`config.mk`:
```
export PLATFORM = sky130hd
export DESIGN_NAME = pwm3_rsync_timer
export DESIGN_NICKNAME = d
export VERILOG_FILES = /design/src/rtl/pwm3_pkg.sv /design/src/rtl/pwm3_tick_gen.sv /design/src/rtl/pwm3_period_cnt.sv /design/src/rtl/pwm3_phase_ch.sv /design/src/rtl/pwm3_rsync_timer.sv
export SDC_FILE = /design/constraint.sdc
export NUM_CORES = 1
export LEC_CHECK = 0
export ABC_CLOCK_PERIOD_IN_PS = 4940
export BUFFER_PORTS_ARGS = -buffer_cell sky130_fd_sc_hd__buf_4
export CORE_UTILIZATION = 50
export CTS_CLUSTER_SIZE = 20
export DETAILED_ROUTE_END_ITERATION = 8
export GPL_TIMING_DRIVEN = 1
export HOLD_SLACK_MARGIN = 0.15
export PLACE_DENSITY = 0.72
export SLEW_MARGIN = 30
export SYNTH_ARGS = -nofsm -noshare
export SYNTH_HDL_FRONTEND = slang
export SYNTH_SLANG_ARGS = --single-unit
```
`constraint.sdc`:
```
create_clock -name clk_i -period 4.94 [get_ports clk_i]
set_input_delay 0.494 -clock clk_i [delete_from_list [all_inputs] [get_ports clk_i]]
set_output_delay 0.494 -clock clk_i [all_outputs]
set_load 0.02 [all_outputs]
```
`src/rtl/pwm3_pkg.sv`:
```
package pwm3_pkg;
  localparam int CNT_W   = 16;
  localparam int NUM_CH  = 3;
  localparam int NUM_PIN = 2 * NUM_CH;
  localparam int ADDR_W  = 3;
  localparam int PRE_W   = 6;

  localparam logic [ADDR_W-1:0] ADDR_CTRL   = 3'd0;
  localparam logic [ADDR_W-1:0] ADDR_PERIOD = 3'd1;
  localparam logic [ADDR_W-1:0] ADDR_CMP0   = 3'd2;
  localparam logic [ADDR_W-1:0] ADDR_MASK   = 3'd5;
  localparam logic [ADDR_W-1:0] ADDR_INIT   = 3'd6;
  localparam logic [ADDR_W-1:0] ADDR_PRESET = 3'd7;

  localparam logic [1:0] MODE_OFF = 2'b00;
  localparam logic [1:0] MODE_TRI = 2'b01;

  typedef struct packed {
    logic [1:0] edge_sel;
    logic [2:0] clk_sel;
    logic [1:0] mode;
    logic       run;
  } ctrl_t;
endpackage

```
`src/rtl/pwm3_tick_gen.sv`:
```
module pwm3_tick_gen
  import pwm3_pkg::*;
#(
  parameter int PW = PRE_W
) (
  input  logic       clk_i,
  input  logic       rst_ni,
  input  logic [2:0] clk_sel_i,
  input  logic [1:0] edge_sel_i,
  input  logic       ext_clk_i,
  output logic       tick_o
);
  logic [PW-1:0] pre_q;
  logic [PW-1:0] div_mask;
  logic [2:0]    sync_q;
  logic          int_tick, ext_tick, ext_rise, ext_fall;

  always_ff @(posedge clk_i or negedge rst_ni) begin
    if (!rst_ni) begin
      pre_q  <= '0;
      sync_q <= '0;
    end else begin
      pre_q  <= pre_q + 1'b1;
      sync_q <= {sync_q[1:0], ext_clk_i};
    end
  end

  always_comb begin
    div_mask = '0;
    for (int b = 0; b < PW; b++)
      if (b < 2 * int'(clk_sel_i[1:0])) div_mask[b] = 1'b1;
  end

  assign int_tick = ((pre_q & div_mask) == div_mask);
  assign ext_rise = sync_q[1] & ~sync_q[2];
  assign ext_fall = ~sync_q[1] & sync_q[2];

  always_comb begin
    if (edge_sel_i[1])      ext_tick = ext_rise | ext_fall;
    else if (edge_sel_i[0]) ext_tick = ext_fall;
    else                    ext_tick = ext_rise;
  end

  assign tick_o = clk_sel_i[2] ? ext_tick : int_tick;


  undivided_tick_chk: assert property (@(posedge clk_i) disable iff (!rst_ni)
    (clk_sel_i == 3'd0) |-> tick_o);


  ext_rise_only_chk: assert property (@(posedge clk_i) disable iff (!rst_ni)
    (clk_sel_i[2] && edge_sel_i == 2'b00 && tick_o) |-> (sync_q[1] && !sync_q[2]));
endmodule

```
`src/rtl/pwm3_period_cnt.sv`:
```
module pwm3_period_cnt
  import pwm3_pkg::*;
#(
  parameter int W = CNT_W
) (
  input  logic         clk_i,
  input  logic         rst_ni,
  input  logic         adv_i,
  input  logic         load_i,
  input  logic [W-1:0] load_val_i,
  input  logic [W-1:0] period_i,
  output logic [W-1:0] cnt_o,
  output logic         wrap_o
);
  logic [W-1:0] cnt_q;

  assign wrap_o = (cnt_q == period_i);

  always_ff @(posedge clk_i or negedge rst_ni) begin
    if (!rst_ni)     cnt_q <= '0;
    else if (load_i) cnt_q <= load_val_i;
    else if (adv_i)  cnt_q <= wrap_o ? '0 : cnt_q + 1'b1;
  end

  assign cnt_o = cnt_q;


  clear_after_period_chk: assert property (@(posedge clk_i) disable iff (!rst_ni)
    (adv_i && !load_i && cnt_q == period_i) |=> (cnt_q == '0));


  halt_holds_chk: assert property (@(posedge clk_i) disable iff (!rst_ni)
    (!adv_i && !load_i) |=> $stable(cnt_q));
endmodule

```
`src/rtl/pwm3_phase_ch.sv`:
```
module pwm3_phase_ch
  import pwm3_pkg::*;
#(
  parameter int W = CNT_W
) (
  input  logic         clk_i,
  input  logic         rst_ni,
  input  logic         active_i,
  input  logic         adv_i,
  input  logic         wrap_i,
  input  logic [W-1:0] cnt_i,
  input  logic [W-1:0] cmp_i,
  input  logic         init_i,
  output logic         pos_o
);
  logic pos_q;

  always_ff @(posedge clk_i or negedge rst_ni) begin
    if (!rst_ni)             pos_q <= 1'b0;
    else if (!active_i)      pos_q <= init_i;
    else if (adv_i) begin
      if (wrap_i)            pos_q <= 1'b1;
      else if (cnt_i == cmp_i) pos_q <= 1'b0;
    end
  end

  assign pos_o = pos_q;


  fall_on_match_chk: assert property (@(posedge clk_i) disable iff (!rst_ni)
    (active_i && adv_i && !wrap_i && cnt_i == cmp_i) |=> !pos_o);


  rise_on_wrap_chk: assert property (@(posedge clk_i) disable iff (!rst_ni)
    (active_i && adv_i && wrap_i) |=> pos_o);
endmodule

```
`src/rtl/pwm3_rsync_timer.sv`:
```
module pwm3_rsync_timer
  import pwm3_pkg::*;
(
  input  logic                clk_i,
  input  logic                rst_ni,
  input  logic                ext_clk_i,
  input  logic                wr_en_i,
  input  logic [ADDR_W-1:0]   wr_addr_i,
  input  logic [CNT_W-1:0]    wr_data_i,
  output logic [NUM_PIN-1:0]  pwm_o,
  output logic [NUM_PIN-1:0]  pwm_oe_o
);
  ctrl_t              ctrl_q;
  logic [CNT_W-1:0]   period_q;
  logic [CNT_W-1:0]   cmp_q [NUM_CH];
  logic [NUM_PIN-1:0] mask_q;
  logic [NUM_CH-1:0]  init_q;
  logic [NUM_CH-1:0]  pos;
  logic [CNT_W-1:0]   cnt;
  logic               tick, wrap, active, adv, preset_wr, ctrl_wr;
  logic [NUM_PIN-1:0] raw_pins;
  logic               mode_on;

  assign ctrl_wr   = wr_en_i && (wr_addr_i == ADDR_CTRL);
  assign preset_wr = wr_en_i && (wr_addr_i == ADDR_PRESET);

  always_ff @(posedge clk_i or negedge rst_ni) begin
    if (!rst_ni) begin
      ctrl_q   <= '0;
      period_q <= '1;
      mask_q   <= '0;
      init_q   <= '0;
    end else if (wr_en_i) begin
      unique case (wr_addr_i)
        ADDR_CTRL: begin
          ctrl_q.run      <= wr_data_i[0];
          ctrl_q.clk_sel  <= wr_data_i[5:3];
          ctrl_q.edge_sel <= wr_data_i[7:6];
          if (!ctrl_q.run) ctrl_q.mode <= wr_data_i[2:1];
        end
        ADDR_PERIOD: period_q <= wr_data_i;
        ADDR_MASK:   mask_q   <= wr_data_i[NUM_PIN-1:0];
        ADDR_INIT:   init_q   <= wr_data_i[NUM_CH-1:0];
        default: ;
      endcase
    end
  end

  for (genvar c = 0; c < NUM_CH; c++) begin : g_cmp
    always_ff @(posedge clk_i or negedge rst_ni) begin
      if (!rst_ni) cmp_q[c] <= '0;
      else if (wr_en_i && wr_addr_i == ADDR_CMP0 + ADDR_W'(c)) cmp_q[c] <= wr_data_i;
    end
  end

  assign mode_on = (ctrl_q.mode == MODE_TRI);
  assign active  = ctrl_q.run && mode_on;
  assign adv     = active && tick;

  pwm3_tick_gen #(.PW(PRE_W)) u_tick (
    .clk_i      (clk_i),
    .rst_ni     (rst_ni),
    .clk_sel_i  (ctrl_q.clk_sel),
    .edge_sel_i (ctrl_q.edge_sel),
    .ext_clk_i  (ext_clk_i),
    .tick_o     (tick)
  );

  pwm3_period_cnt #(.W(CNT_W)) u_cnt (
    .clk_i      (clk_i),
    .rst_ni     (rst_ni),
    .adv_i      (adv),
    .load_i     (preset_wr),
    .load_val_i (wr_data_i),
    .period_i   (period_q),
    .cnt_o      (cnt),
    .wrap_o     (wrap)
  );

  for (genvar c = 0; c < NUM_CH; c++) begin : g_ch
    pwm3_phase_ch #(.W(CNT_W)) u_ch (
      .clk_i    (clk_i),
      .rst_ni   (rst_ni),
      .active_i (active),
      .adv_i    (adv),
      .wrap_i   (wrap),
      .cnt_i    (cnt),
      .cmp_i    (cmp_q[c]),
      .init_i   (init_q[c]),
      .pos_o    (pos[c])
    );
  end

  assign raw_pins = {~pos, pos};
  assign pwm_o    = mode_on ? (raw_pins & mask_q) : '0;
  assign pwm_oe_o = mode_on ? mask_q : '0;


  mode_lock_chk: assert property (@(posedge clk_i) disable iff (!rst_ni)
    (ctrl_wr && ctrl_q.run) |=> $stable(ctrl_q.mode));


  complement_chk: assert property (@(posedge clk_i) disable iff (!rst_ni)
    (&pwm_oe_o) |-> (pwm_o[NUM_PIN-1:NUM_CH] == ~pwm_o[NUM_CH-1:0]));


  masked_low_chk: assert property (@(posedge clk_i) disable iff (!rst_ni)
    ((pwm_o & ~pwm_oe_o) == '0));


  off_mode_frozen_chk: assert property (@(posedge clk_i) disable iff (!rst_ni)
    (!mode_on && !preset_wr) |=> $stable(cnt));
endmodule

```
==> impl_metrics.csv, run 1 <==
group,metric,value,unit
sta,fin_crit_sh,0.527,
critical_path,path_max_fanout,16,
route,first_pass_iters,4,
cts,post-cts-setup-buffer-count,0,
cts,htreeDepth,3,
critical_path,worstSetupPathType,"flip-flop to flip-flop",
cts,clk_transition_reported_paths,0.11,ns
floorplan,floorplan.rows,38,
synth,ys_types,48,
synth,synth-simple-area-share,0.124,
layout,final_cell_mix,"dfrtp_1 (93), mux2_2 (81), xnor2_1 (67), buf_4 (40), nor2_1 (30)",
power_and_ir_drop,power_leakage,2.46,nW
cts,cts_buffer_depth,2,
layout,final_common_cell,"dfrtp_1",
cts,clkSinkCount,109,
synth,synth-adder-area-share,0.00905,
place,place.gp.congestion,0.868,
synth,synth_flop_cell,"dfrtp_1",
sta,hold_violations,0,
worst_hold_path,holdCritPathClass,"primary input to asynchronous set/reset pin",
synth,synth_compound_area_frac,0.0692,
place,dpl_worst_slack,2.37,ns
sta,report.final.setup_viol,0,
sta,finalSetupTns,0,ns
synth,async_flop_share,1.00,
route,via_count,3662,
synth,synthCells,475,
cts,ctsResizeCount,0,
layout,finish.net_count,525,
synth,synth_top_family_by_area,"multiplexers",
floorplan,die_w,107,microns
synth,synthXorXnorAreaFrac,0.108,
synth,synth_mux_area_frac,0.167,
cts,cts_hold_buf,0,
cts,clkLatencyLatePin,0.39,ns
sta,final.setup_skew,0.0122,ns
place,placed_area,5880,sq um
floorplan,die_h,107,microns
sta,rsz0062_at_grt,"false",
critical_path,required,5.21,ns
critical_path,worstPathCellList,"xnor2_1, nand4_1, nor4_4, nor2_2, a221oi_1, nor2_1",
layout,final_area,6100,sq um
cts,cts_tree,"yes",
route,ant_nets,0,
layout,synthToLayoutAreaGrowth,10.4,%
critical_path,critPathSlowestCell,"nor4_4",
floorplan,start_util,0.512,
floorplan,die_area,11500,sq um
critical_path,cp-end-kind,"flip-flop",
route,wl_per_cell,19.3,microns
route,drt_iter0_markers,264,
place,portBuffers,34,
synth,synth-seq-cells,109,
synth,synth_warnings,0,
synth,syn_area_per_cell,11.6,sq um
critical_path,max_stage_delay,0.81,ns
cts,root_buffer,"clkbuf_8",
sta,fmax,384,MHz
sta,worstMarginPinSlew,0.848,ns
layout,diodes,0,
run,drv_cap,0,
synth,syn-num-nets,502,
route,drc_errors,0,
sta,fin_ws,2.34,ns
route,wirelength,12400,microns
grt,grt_max_degree,63,
floorplan,core_area,10800,sq um
floorplan,io_pins,35,
sta,slew_headroom,0.430,
place,dp_hpwl,8720,microns
grt,grt_pass1_wl,20600,microns
grt,grt_use_total,0.241,
power_and_ir_drop,power.total,0.00263,W
critical_path,rrSetupSlack,2.34,ns
synth,yosysSeqAreaShare,0.497,
grt,grt_pass1_vias,3734,
critical_path,arrival,2.87,ns
sta,slew_violations,0,
route,vias_per_cell,5.70,
power_and_ir_drop,ir_drop,0.218,mV
sta,period_needed,2.60,ns
synth,synth-edff-count,0,
grt,gr-total-overflow,0,
run_status,outcome,"finished, final reports clean",
power_and_ir_drop,cellPowerDensity,431,nW/um^2
critical_path,cp-start-kind,"flip-flop",
layout,drive_gt1_frac,0.332,
grt,antenna_found_initial,0,
cts,numCtsBuffers,9,
synth,netlist_area,5530,sq um
==> worst max-delay path, delay by kind of cell (launching register included) <==
family                    cells  cell delay (ns)
DFF                           1             0.58
AOI/OAI and AO/OA             1             0.37
and+or+nand+nor               4             1.36
xor gates and xnor gates      1             0.17
==> per-stage QoR <==
step           hold slack, ns  std cells   util
2_1_floorplan           0.198        475      -
3_3_place_gp            0.334        626  0.544
3_5_place_dp            0.341        627  0.545
4_1_cts                 0.203        643  0.565
5_1_grt                 0.210        643  0.566
6_report                0.194        643  0.566
==> worst paths after layout <==
check | endpoint | depth (start not counted) | startpoint
max | u_cnt.cnt_o[8] | 6 | u_cnt.cnt_o[8]
min | u_tick.pre_q[3] | 1 | rst_ni
max reg2reg | u_cnt.cnt_o[8] | 6 | u_cnt.cnt_o[8]
min reg2reg | u_tick.sync_q[1] | 0 | u_tick.sync_q[0]
max in group asynchronous | cmp_q[13] | 2 | rst_ni
min in group clk_i | u_tick.sync_q[0] | 1 | ext_clk_i
==> per-layer routing <==
| layer | wire length (microns) | up-vias | track usage |
|---|---|---|---|
| met5 | 0 | - | 0 |
| met4 | 205 | 0 | 0.0812 |
| met3 | 512 | 14 | 0.0328 |
| met2 | 6130 | 82 | 0.389 |
| met1 | 5590 | 1855 | 0.334 |
| li1 | - | 1711 | - |
==> registers in the layout (all words and copies together), names as in the netlist <==
register / count
cmp_q: 48
u_cnt.cnt_o: 16
u_tick.pre_q: 6
mask_q: 6
u_tick.sync_q: 3
ctrl_q: 8
init_q: 3
period_q: 16
g_ch.u_ch.pos_o: 3
==> cells in the mapped netlist, types with 3 or more instances <==
cell / count / area [sq um]
a221oi_1: 8 / 70.1
nor2b_1: 7 / 43.8
xnor2_1: 67 / 587
inv_1: 3 / 11.3
nor3_1: 10 / 50.1
o21ai_0: 11 / 55.1
dfrtp_1: 93 / 2330
dfstp_2: 16 / 420
a21oi_1: 11 / 55.1
o21ai_1: 3 / 15.0
and2_1: 7 / 43.8
ha_1: 4 / 50.1
nand3_1: 8 / 40.0
mux2_2: 81 / 912
buf_2: 15 / 75.1
nor2_1: 31 / 116
nand4_1: 20 / 125
nand2_1: 23 / 86.3
and3_1: 5 / 31.3
nor4_1: 4 / 25.0
clkbuf_1: 10 / 37.5
==> cell families after synthesis <==
group / after synthesis
flops: 109
xor+xnor: 68
mux: 82
buf+inv: 31
fa+ha+maj: 4
simple gates: 129
compound gates: 52
==> power breakdown <==
part	switching [W]	leakage (nW)	internal (W)
registers	0.000223	1.26	0.00110
logic	0.000320	1.09	0.000387
clock network	0.000301	0.107	0.000299
==> area by class of cell <==
type,instances,area [sq um]
fillers,915,4690
flip-flops and latches,109,2750
multi-input cells,335,2650
repair buffers,40,300
well taps,140,175
clock buffers,12,145
clock inverters,4,72.6
inverters,3,11.3
No activity file was read; power rests on OpenSTA's default activity.
==> run 2: changes to the inputs <==
- ABC_CLOCK_PERIOD_IN_PS: 4940 -> 2700
- clock period: 4.94 -> 2.7 ns (I/O delays scaled with it)
==> run 2 against run 1 <==
Compared with the run above:
- clock skew is essentially flat
- combinational power rose by 87%
- routed wire length decreased by 0.88%
- flip-flop and latch count did not move
- worst setup slack lost 2.0 ns
- count of clock-buffer cells in the layout up 2
- critical path depth increased by 1
- register-to-register slack got worse by 2.0 ns
- non-clock buffer count is 13 higher
- first-iteration DRC count fell by 15%
- power grew 84%
==> impl_metrics.csv, run 2 (synthesis gave the netlist of run 1 again) <==
group,metric,value,unit
run_status,outcome,"finished, final reports clean",
layout,finish.net_count,538,
cts,clkLatencyLatePin,0.39,ns
cts,ctsResizeCount,0,
run,drv_cap,0,
grt,met2_usage,0.368,
power_and_ir_drop,switching_share,0.323,
grt,grtUsageMet3,0.0529,
critical_path,cp_num_buf_inv,1,
power_and_ir_drop,p_sw,0.00156,W
route,first_pass_iters,5,
cts,root_buffer,"clkbuf_8",
grt,busiest_layer,"met2",
power_and_ir_drop,seq_power_share,0.502,
layout,largest_register,"cmp_q",
power_and_ir_drop,power_leakage,2.53,nW
layout,final_common_cell,"dfrtp_1",
grt,grtUsageMet1,0.326,
sta,hold_violations,0,
critical_path,worstSetupPathType,"flip-flop to flip-flop",
power_and_ir_drop,combinationalPowerShare,0.274,
layout,drive_gt1_frac,0.328,
worst_hold_path,holdCritPathClass,"primary input to flip-flop",
place,portBuffers,34,
cts,cts_buffer_depth,2,
sta,period_needed,2.36,ns
grt,grt_pass1_wl,20400,microns
power_and_ir_drop,pwr-share-clk,0.225,
route,via_count,3788,
route,wl_per_cell,18.8,microns
critical_path,cp-start-kind,"flip-flop",
grt,grt_max_degree,65,
route,vias_per_cell,5.77,
critical_path,worstPathCellList,"xnor2_1, nand4_1, nor4_4, buf_4, nor2_2, a221oi_1, nor2_1",
route,drt_iter0_markers,224,
critical_path,cp-end-kind,"flip-flop",
floorplan,floorplan.rows,38,
critical_path,required,2.98,ns
critical_path,critPathSlowestCell,"dfrtp_1",
sta,slew_violations,0,
grt,grt_use_total,0.237,
sta,finalSetupTns,0,ns
power_and_ir_drop,ir_drop,0.606,mV
sta,final.setup_skew,0.0121,ns
layout,final_cell_mix,"dfrtp_1 (93), mux2_2 (81), xnor2_1 (67), buf_4 (41), nor2_1 (31)",
floorplan,start_util,0.512,
cts,clkSinkCount,109,
sta,fmax,424,MHz
sta,slew_headroom,0.595,
route,drc_errors,0,
route,wirelength,12300,microns
place,place.gp.congestion,0.911,
place,dp_hpwl,8550,microns
layout,largest_reg_flops,48,
place,dpl_worst_slack,0.391,ns
sta,worstMarginPinSlew,0.608,ns
critical_path,crit_family,"simple AND/OR/NAND/NOR gates",
sta,rsz0062_at_grt,"false",
cts,clk_transition_reported_paths,0.10,ns
power_and_ir_drop,power.total,0.00483,W
floorplan,die_w,107,microns
layout,fillerInstances,880,
critical_path,path_max_fanout,16,
power_and_ir_drop,cellPowerDensity,774,nW/um^2
floorplan,core_area,10800,sq um
critical_path,max_stage_delay,0.54,ns
cts,cts_tree,"yes",
floorplan,io_pins,35,
floorplan,die_h,107,microns
floorplan,die_area,11500,sq um
sta,fin_crit_sh,0.873,
grt,gr-total-overflow,0,
layout,synthToLayoutAreaGrowth,12.9,%
cts,htreeDepth,3,
power_and_ir_drop,intPower,0.00327,W
grt,grt_pass1_vias,3692,
sta,report.final.setup_viol,0,
critical_path,arrival,2.63,ns
grt,antenna_found_initial,0,
sta,fin_ws,0.343,ns
cts,numCtsBuffers,9,
layout,diodes,0,
route,ant_nets,0,
## run 2: cell count changes in the layout (fill, tap and decap cells not counted)
cell	delta
dlygate4sd3_1	+10
clkbuf_8	+3
buf_12	+1
buf_4	+1
buf_8	+1
bufinv_16	-1
clkbuf_1	-1
clkinv_2	-1
clkinv_4	+1
clkinvlp_4	-1
nor2_1	+1
nor2_2	-1
nor3_1	+1
nor3_2	-1
## run 2: cell type report
| type | count | area [sq um] | area share |
|---|---|---|---|
| clock buffers | 14 | 183 | 0.0293 |
| well taps | 140 | 175 | 0.0281 |
| inverters | 3 | 11.3 | 0.00180 |
| flip-flops and latches | 109 | 2750 | 0.440 |
| multi-input cells | 335 | 2640 | 0.424 |
| repair buffers | 53 | 443 | 0.0710 |
| clock inverters | 2 | 38.8 | 0.00621 |
## run 2: repair_timing
action / CTS / global route
hold buffers: 10 / 0
buffers inserted: 0 / 0
hold endpoints to repair: 70 / 0
## run 2: worst reg2reg max path, delay by kind of cell (launching register included)
kind,cells,cell delay (ns)
simple gates,4,0.78
flops,1,0.54
xor+xnor,1,0.33
compound gates,1,0.33
buf+inv,1,0.26
## run 2: per-layer routing
layer | wire [microns] | vias to the layer above
met5 | 0 | -
met4 | 266 | 0
li1 | - | 1746
met3 | 527 | 24
met2 | 5850 | 107
met1 | 5680 | 1911
## run 2: power by group through the flow
stage                     Clock (W)  Sequential [W]  Combinational [W]
final                       0.00108         0.00242            0.00132
after global routing        0.00117         0.00248            0.00143
after CTS                   0.00112         0.00242            0.00133
after detailed placement          0         0.00245            0.00131
after global placement            0         0.00243            0.00129
after floorplan                   0         0.00221            0.00115
## run 2: metrics by stage
step	instances	utilization	instance area (sq um)	hold slack (ns)
3_5_place_dp	630	0.549	5920	0.320
6_report	656	0.578	6240	0.172
5_1_grt	656	0.578	6240	0.174
2_1_floorplan	475	-	5530	-0.0256
3_3_place_gp	629	0.547	5910	0.313
4_1_cts	656	0.578	6240	0.155
## run 2: worst paths after layout
| path | startpoint | endpoint | slack (ns) | cells after the start |
|---|---|---|---|---|
| worst min register to register | u_tick.sync_q[0] | u_tick.sync_q[1] | 0.35 | 0 |
| worst max register to register | u_cnt.cnt_o[0] | u_cnt.cnt_o[1] | 0.34 | 7 |
| max in group asynchronous | rst_ni | period_q[10] | 1.48 | 3 |
| worst max-delay path | u_cnt.cnt_o[0] | u_cnt.cnt_o[1] | 0.34 | 7 |
| worst min-delay path | wr_data_i[6] | cmp_q[38] | 0.17 | 2 |
| min in group asynchronous | rst_ni | mask_q[5] | 0.42 | 2 |
